$ cat config.mk
export PLATFORM = sky130hd
export DESIGN_NAME = byte_tas_engine
export DESIGN_NICKNAME = d
export VERILOG_FILES = /design/src/rtl/tas_pkg.sv /design/src/rtl/tas_fsm.sv /design/src/rtl/tas_datapath.sv /design/src/rtl/byte_tas_engine.sv
export SDC_FILE = /design/constraint.sdc
export NUM_CORES = 1
export LEC_CHECK = 0
export BUFFER_PORTS_ARGS = -buffer_cell sky130_fd_sc_hd__buf_2
export CELL_PAD_IN_SITES_DETAIL_PLACEMENT = 1
export CELL_PAD_IN_SITES_GLOBAL_PLACEMENT = 1
export CORE_ASPECT_RATIO = 0.9
export CORE_MARGIN = 2
export CORE_UTILIZATION = 31
export CTS_CLUSTER_DIAMETER = 40
export DETAILED_ROUTE_END_ITERATION = 10
export HOLD_SLACK_MARGIN = 0.12
export PLACE_DENSITY_LB_ADDON = 0.1
export SYNTH_ARGS = -nofsm -noshare
export SYNTH_HDL_FRONTEND = slang
export SYNTH_SLANG_ARGS = --single-unit
$ cat constraint.sdc
create_clock -name clk -period 2.15 [get_ports clk]
set_clock_uncertainty 0.2 [all_clocks]
set_input_delay 0.43 -clock clk [delete_from_list [all_inputs] [get_ports clk]]
set_output_delay 0.43 -clock clk [all_outputs]
set_load 0.02 [all_outputs]
$ cat src/rtl/tas_pkg.sv
package tas_pkg;

   typedef enum logic [2:0] {
      TAS_IDLE    = 3'd0,
      TAS_RD_REQ  = 3'd1,
      TAS_RD_WAIT = 3'd2,
      TAS_WR_REQ  = 3'd3,
      TAS_DONE    = 3'd4
   } tas_state_e;

   function automatic logic tas_is_locked(tas_state_e s);
      return (s == TAS_RD_REQ) || (s == TAS_RD_WAIT) || (s == TAS_WR_REQ);
   endfunction

   function automatic logic tas_is_request(tas_state_e s);
      return (s == TAS_RD_REQ) || (s == TAS_WR_REQ);
   endfunction

endpackage

$ cat src/rtl/tas_fsm.sv
module tas_fsm
   import tas_pkg::*;
(
   input  logic       clk,
   input  logic       rst_n,
   input  logic       start_i,
   input  logic       req_ready_i,
   input  logic       rsp_valid_i,
   output tas_state_e state_o,
   output logic       accept_o,
   output logic       capture_o
);

   tas_state_e state_q, state_d;

   always_comb begin
      state_d = state_q;
      unique case (state_q)
         TAS_IDLE:    if (start_i)     state_d = TAS_RD_REQ;
         TAS_RD_REQ:  if (req_ready_i) state_d = TAS_RD_WAIT;
         TAS_RD_WAIT: if (rsp_valid_i) state_d = TAS_WR_REQ;
         TAS_WR_REQ:  if (req_ready_i) state_d = TAS_DONE;
         TAS_DONE:                     state_d = TAS_IDLE;
         default:                      state_d = TAS_IDLE;
      endcase
   end

   always_ff @(posedge clk) begin
      if (!rst_n) state_q <= TAS_IDLE;
      else        state_q <= state_d;
   end

   assign state_o   = state_q;
   assign accept_o  = (state_q == TAS_IDLE) && start_i;
   assign capture_o = (state_q == TAS_RD_WAIT) && rsp_valid_i;

endmodule

$ cat src/rtl/tas_datapath.sv
module tas_datapath #(
   parameter int ADDR_W    = 32,
   parameter int DATA_W    = 8,
   parameter bit REG_MERGE = 1'b1
) (
   input  logic              clk,
   input  logic              rst_n,
   input  logic              accept_i,
   input  logic              capture_i,
   input  logic [ADDR_W-1:0] addr_i,
   input  logic [DATA_W-1:0] rsp_data_i,
   output logic [ADDR_W-1:0] addr_o,
   output logic [DATA_W-1:0] wdata_o,
   output logic              zero_o
);

   localparam int                SET_BIT  = DATA_W - 1;
   localparam logic [DATA_W-1:0] SET_MASK = DATA_W'(1) << SET_BIT;

   logic [ADDR_W-1:0] addr_q;
   logic              zero_q;

   generate
      if (DATA_W < 2 || ADDR_W < 1) begin : g_bad_params
         $error("tas_datapath: DATA_W must be at least 2 and ADDR_W at least 1");
      end
   endgenerate

   always_ff @(posedge clk) begin
      if (!rst_n) begin
         addr_q <= '0;
         zero_q <= 1'b0;
      end else begin
         if (accept_i)  addr_q <= addr_i;
         if (capture_i) zero_q <= (rsp_data_i == '0);
      end
   end

   generate
      if (REG_MERGE) begin : g_merge_reg
         logic [DATA_W-1:0] wdata_q;
         always_ff @(posedge clk) begin
            if (!rst_n)         wdata_q <= '0;
            else if (capture_i) wdata_q <= rsp_data_i | SET_MASK;
         end
         assign wdata_o = wdata_q;
      end else begin : g_merge_comb
         logic [DATA_W-1:0] byte_q;
         always_ff @(posedge clk) begin
            if (!rst_n)         byte_q <= '0;
            else if (capture_i) byte_q <= rsp_data_i;
         end
         assign wdata_o = byte_q | SET_MASK;
      end
   endgenerate

   assign addr_o = addr_q;
   assign zero_o = zero_q;

endmodule

$ cat src/rtl/byte_tas_engine.sv
module byte_tas_engine
   import tas_pkg::*;
#(
   parameter int ADDR_W    = 32,
   parameter int DATA_W    = 8,
   parameter bit REG_MERGE = 1'b1
) (
   input  logic              clk,
   input  logic              rst_n,
   input  logic              start_i,
   input  logic [ADDR_W-1:0] addr_i,
   output logic              busy_o,
   output logic              done_o,
   output logic              flag_o,
   output logic              mem_lock_o,
   output logic              mem_req_valid_o,
   input  logic              mem_req_ready_i,
   output logic              mem_req_we_o,
   output logic [ADDR_W-1:0] mem_req_addr_o,
   output logic [DATA_W-1:0] mem_req_wdata_o,
   input  logic              mem_rsp_valid_i,
   input  logic [DATA_W-1:0] mem_rsp_data_i
);

   tas_state_e state;
   logic       accept;
   logic       capture;

   tas_fsm u_fsm (
      .clk        (clk),
      .rst_n      (rst_n),
      .start_i    (start_i),
      .req_ready_i(mem_req_ready_i),
      .rsp_valid_i(mem_rsp_valid_i),
      .state_o    (state),
      .accept_o   (accept),
      .capture_o  (capture)
   );

   tas_datapath #(
      .ADDR_W   (ADDR_W),
      .DATA_W   (DATA_W),
      .REG_MERGE(REG_MERGE)
   ) u_dp (
      .clk       (clk),
      .rst_n     (rst_n),
      .accept_i  (accept),
      .capture_i (capture),
      .addr_i    (addr_i),
      .rsp_data_i(mem_rsp_data_i),
      .addr_o    (mem_req_addr_o),
      .wdata_o   (mem_req_wdata_o),
      .zero_o    (flag_o)
   );

   assign busy_o          = (state != TAS_IDLE);
   assign done_o          = (state == TAS_DONE);
   assign mem_lock_o      = tas_is_locked(state);
   assign mem_req_valid_o = tas_is_request(state);
   assign mem_req_we_o    = (state == TAS_WR_REQ);

endmodule

==> metrics.md <==
| Metric | Value |
|---|---|
| Post-synthesis compound-gate area fraction | `0.154` |
| Yosys warnings | `0` |
| CP Capture Type | `output port` |
| Antenna-violating nets left | `0` |
| WP data required | `1.52 ns` |
| Pwr/cell area | `764 nW/um^2` |
| Crit path to | `done_o` |
| Layout Cells excl Fill | `348` |
| Fin. Hold Viols | `0` |
| Via density | `4.60` |
| Most frequent cell after synthesis | `nand2_1` |
| Wire length of the first global-routing pass | `7.07 mm` |
| Count of cell types in the netlist | `26` |
| Area post-placement | `2240 um^2` |
| CP arrival | `1.28 ns` |
| Share of cells above drive strength 1 | `0.363` |
| Max Cap Viol | `0` |
| Worst setup SP type | `register` |
| Adder-Cell Fraction of Synth Area | `0` |
| Mapped cell area | `1730 um^2` |
| HP Start | `mem_req_ready_i` |
| RSZ-0062 raised after global routing | `false` |
| Endpoints failing setup | `0` |
| Pre-CTS WS | `0.390 ns` |
| RR Startpoint | `u_fsm.state_o[1]$_SDFFE_PN0P_` |
| IO Pins | `91` |
| Top cells by area, synth | `dfxtp_1 51%, nand2_1 15%, a21boi_1 13%` |
| Synth top area share | `0.510` |
| Port bufs | `90` |
| Dpl cells | `340` |
| Final Cell Area | `2330 um^2` |
| Wire per inst | `12.8 um` |
| Number of diodes | `0` |
| Initial antenna violation count | `0` |
| Worst VDD drop | `0.272 mV` |
| Fmax | `523 MHz` |
| Status | `finished, final reports clean` |
| Die Wd | `82.7 um` |
| Seq pwr share | `0.509` |
| Cts repair resizes | `0` |
| Num CTS Buffers | `5` |
| Worst reg2reg path depth | `4` |
| Gr usage total | `0.150` |
| Final worst slack | `0.239 ns` |
| Register area share after synthesis | `0.510` |
| CTS tree | `built` |
| Slew HR | `0.720` |
| Setup TNS | `0 ns` |
| Total gr overflow | `0` |
| Worst skew pair latency | `0.29 ns` |
| Initial DRT Pass Iterations | `2` |
| Initial Util | `0.325` |
| Post-Synth Simple-Gate Area | `0.240` |
| Wirelength, routed | `4.45 mm` |
| Register bit total from synthesis | `44` |
| P_int | `1.27 mW` |
| # rows | `25` |
| Largest net degree at the start of global routing | `33` |
| CTS clk-pin slew, worst paths | `0.08 ns` |
| NumNets Final | `325` |
| Vias in the first global route | `1627` |
| Comb power frac | `0.196` |
| Ys flop type | `dfxtp_1` |
| Xor/xnor share of the synthesized area | `0.00507` |
| Avg Synthesized Cell Area | `8.95 um^2` |
| Mux cell area share after synthesis | `0.0406` |
| Hpwl dp | `3.25 mm` |
| Die area | `6180 um^2` |
| Initial DRC count | `73` |
| Clk network pwr share | `0.295` |
| Min cycle time layout | `1.91 ns` |
| Slew Limit Fails | `0` |
| Fin crit share | `0.889` |
| Net Switching | `505 uW` |
| Synth cell count leaders | `67 x nand2_1, 44 x dfxtp_1, 30 x a21boi_1` |
| Area Growth Syn to Fin | `34.7%` |
| H-tree depth | `2` |
| Die Y | `74.8 um` |
| Combinational family with the most area after synthesis | `simple AND/OR/NAND/NOR gates` |
| Final Core Density | `0.437` |
| Number of flops mapped to enable cells by yosys | `0` |
| Clock Tree Buf Depth | `2` |
| Multi-input logic area | `766 um^2` |
| RePlAce Congestion | `0.733` |
| Core box area | `5320 um^2` |
| Switching part of the total power | `0.284` |
| Hold bufs inserted after CTS | `0` |
| Mapped Cells | `193` |
| Fill count | `679` |
| Mapped Nets | `238` |
| R2r setup slk | `0.42 ns` |
| FF-to-FF End | `u_dp.wdata_o[6]$_SDFFE_PN0P_` |
| Clock sinks | `44` |
| CP max FO | `11` |
| Hold Path Class | `in2reg` |
| Post-CTS setup buffers | `0` |
| # DRC | `0` |
| Clock Root Buffer | `clkbuf_8` |
| Asr flop ratio synth | `0` |
| Worst Setup SP | `u_fsm.state_o[0]$_SDFFE_PN0P_` |
| Synth area leader | `dfxtp_1` |
| WS Path Type | `reg2out` |
| Seq. cell area | `881 um^2` |
| Vias | `1601` |
| Worst Max-Slew Pin Slew | `0.418 ns` |
| LEAKAGE | `1.09 nW` |
## kinds of logic (layout without fill, tap and decap cells)
group	after synthesis	count (layout)
muxes	7	7
AOI/OAI and AO/OA	36	36
DFF	44	44
buffers and inverters	14	102
and+or+nand+nor	91	91
xor gates and xnor gates	1	1
## worst min path at each step
| stage | slack, ns | depth (start not counted) | endpoint |
|---|---|---|---|
| floorplan | 0.33 | 2 | u_dp.zero_o$_SDFFE_PN0P_ |
| global placement | 0.24 | 2 | u_dp.addr_o[27]$_SDFFE_PN0P_ |
| detailed placement | 0.24 | 2 | u_dp.addr_o[9]$_SDFFE_PN0P_ |
| CTS | 0.15 | 2 | u_fsm.state_o[0]$_SDFFE_PN0P_ |
| global route | 0.16 | 2 | u_fsm.state_o[0]$_SDFFE_PN0P_ |
| finish | 0.16 | 2 | u_fsm.state_o[0]$_SDFFE_PN0P_ |
## layout make-up
cell class                 count  share of cell area
timing repair buffer          94               0.217
sequential                    44               0.379
clock buffer                   8              0.0387
multi-input combinational    135               0.329
tap                           67              0.0360
## layer usage
metal,wire [um],share of wire,up-vias,track usage
li1,-,-,797,-
met1,2010,0.45,744,0.177
met2,2030,0.46,53,0.254
met3,349,0.078,7,0.0468
met4,54,0.012,0,0.0601
met5,0,0,-,0
## state kept, by name, summed over array words and instances (netlist names)
register / count
u_fsm.state_o: 3
u_dp.zero_o: 1
u_dp.addr_o: 32
u_dp.wdata_o: 8
## critical path: stages, from the launching register on
cell and delay [ns]:
dfxtp_1 0.56, nor2_1 0.11, and2_1 0.17, buf_2 0.15
## cell usage in the layout (no fill, tap or decap), types with 5 or more instances in the layout
cell      count
buf_2        90
nand2_1      67
dfxtp_1      44
a21boi_1     30
mux2i_1       7
nor2b_1       7
clkbuf_8      6
nor2_1        5
## power by group through the flow
stage | clock network, mW | logic, mW | registers, mW
after global routing | 0.586 | 0.390 | 0.912
after detailed placement | 0 | 0.357 | 0.924
final | 0.525 | 0.348 | 0.904
after CTS | 0.554 | 0.358 | 0.905
after global placement | 0 | 0.352 | 0.924
after floorplan | 0 | 0.172 | 0.973
## through the flow
stage | power (mW) | hold WS, ns
floorplan | 1.14 | 0.331
global placement | 1.28 | 0.238
detailed placement | 1.28 | 0.245
CTS | 1.82 | 0.148
global route | 1.89 | 0.159
finish | 1.78 | 0.161
No activity file was read; power rests on OpenSTA's default activity.
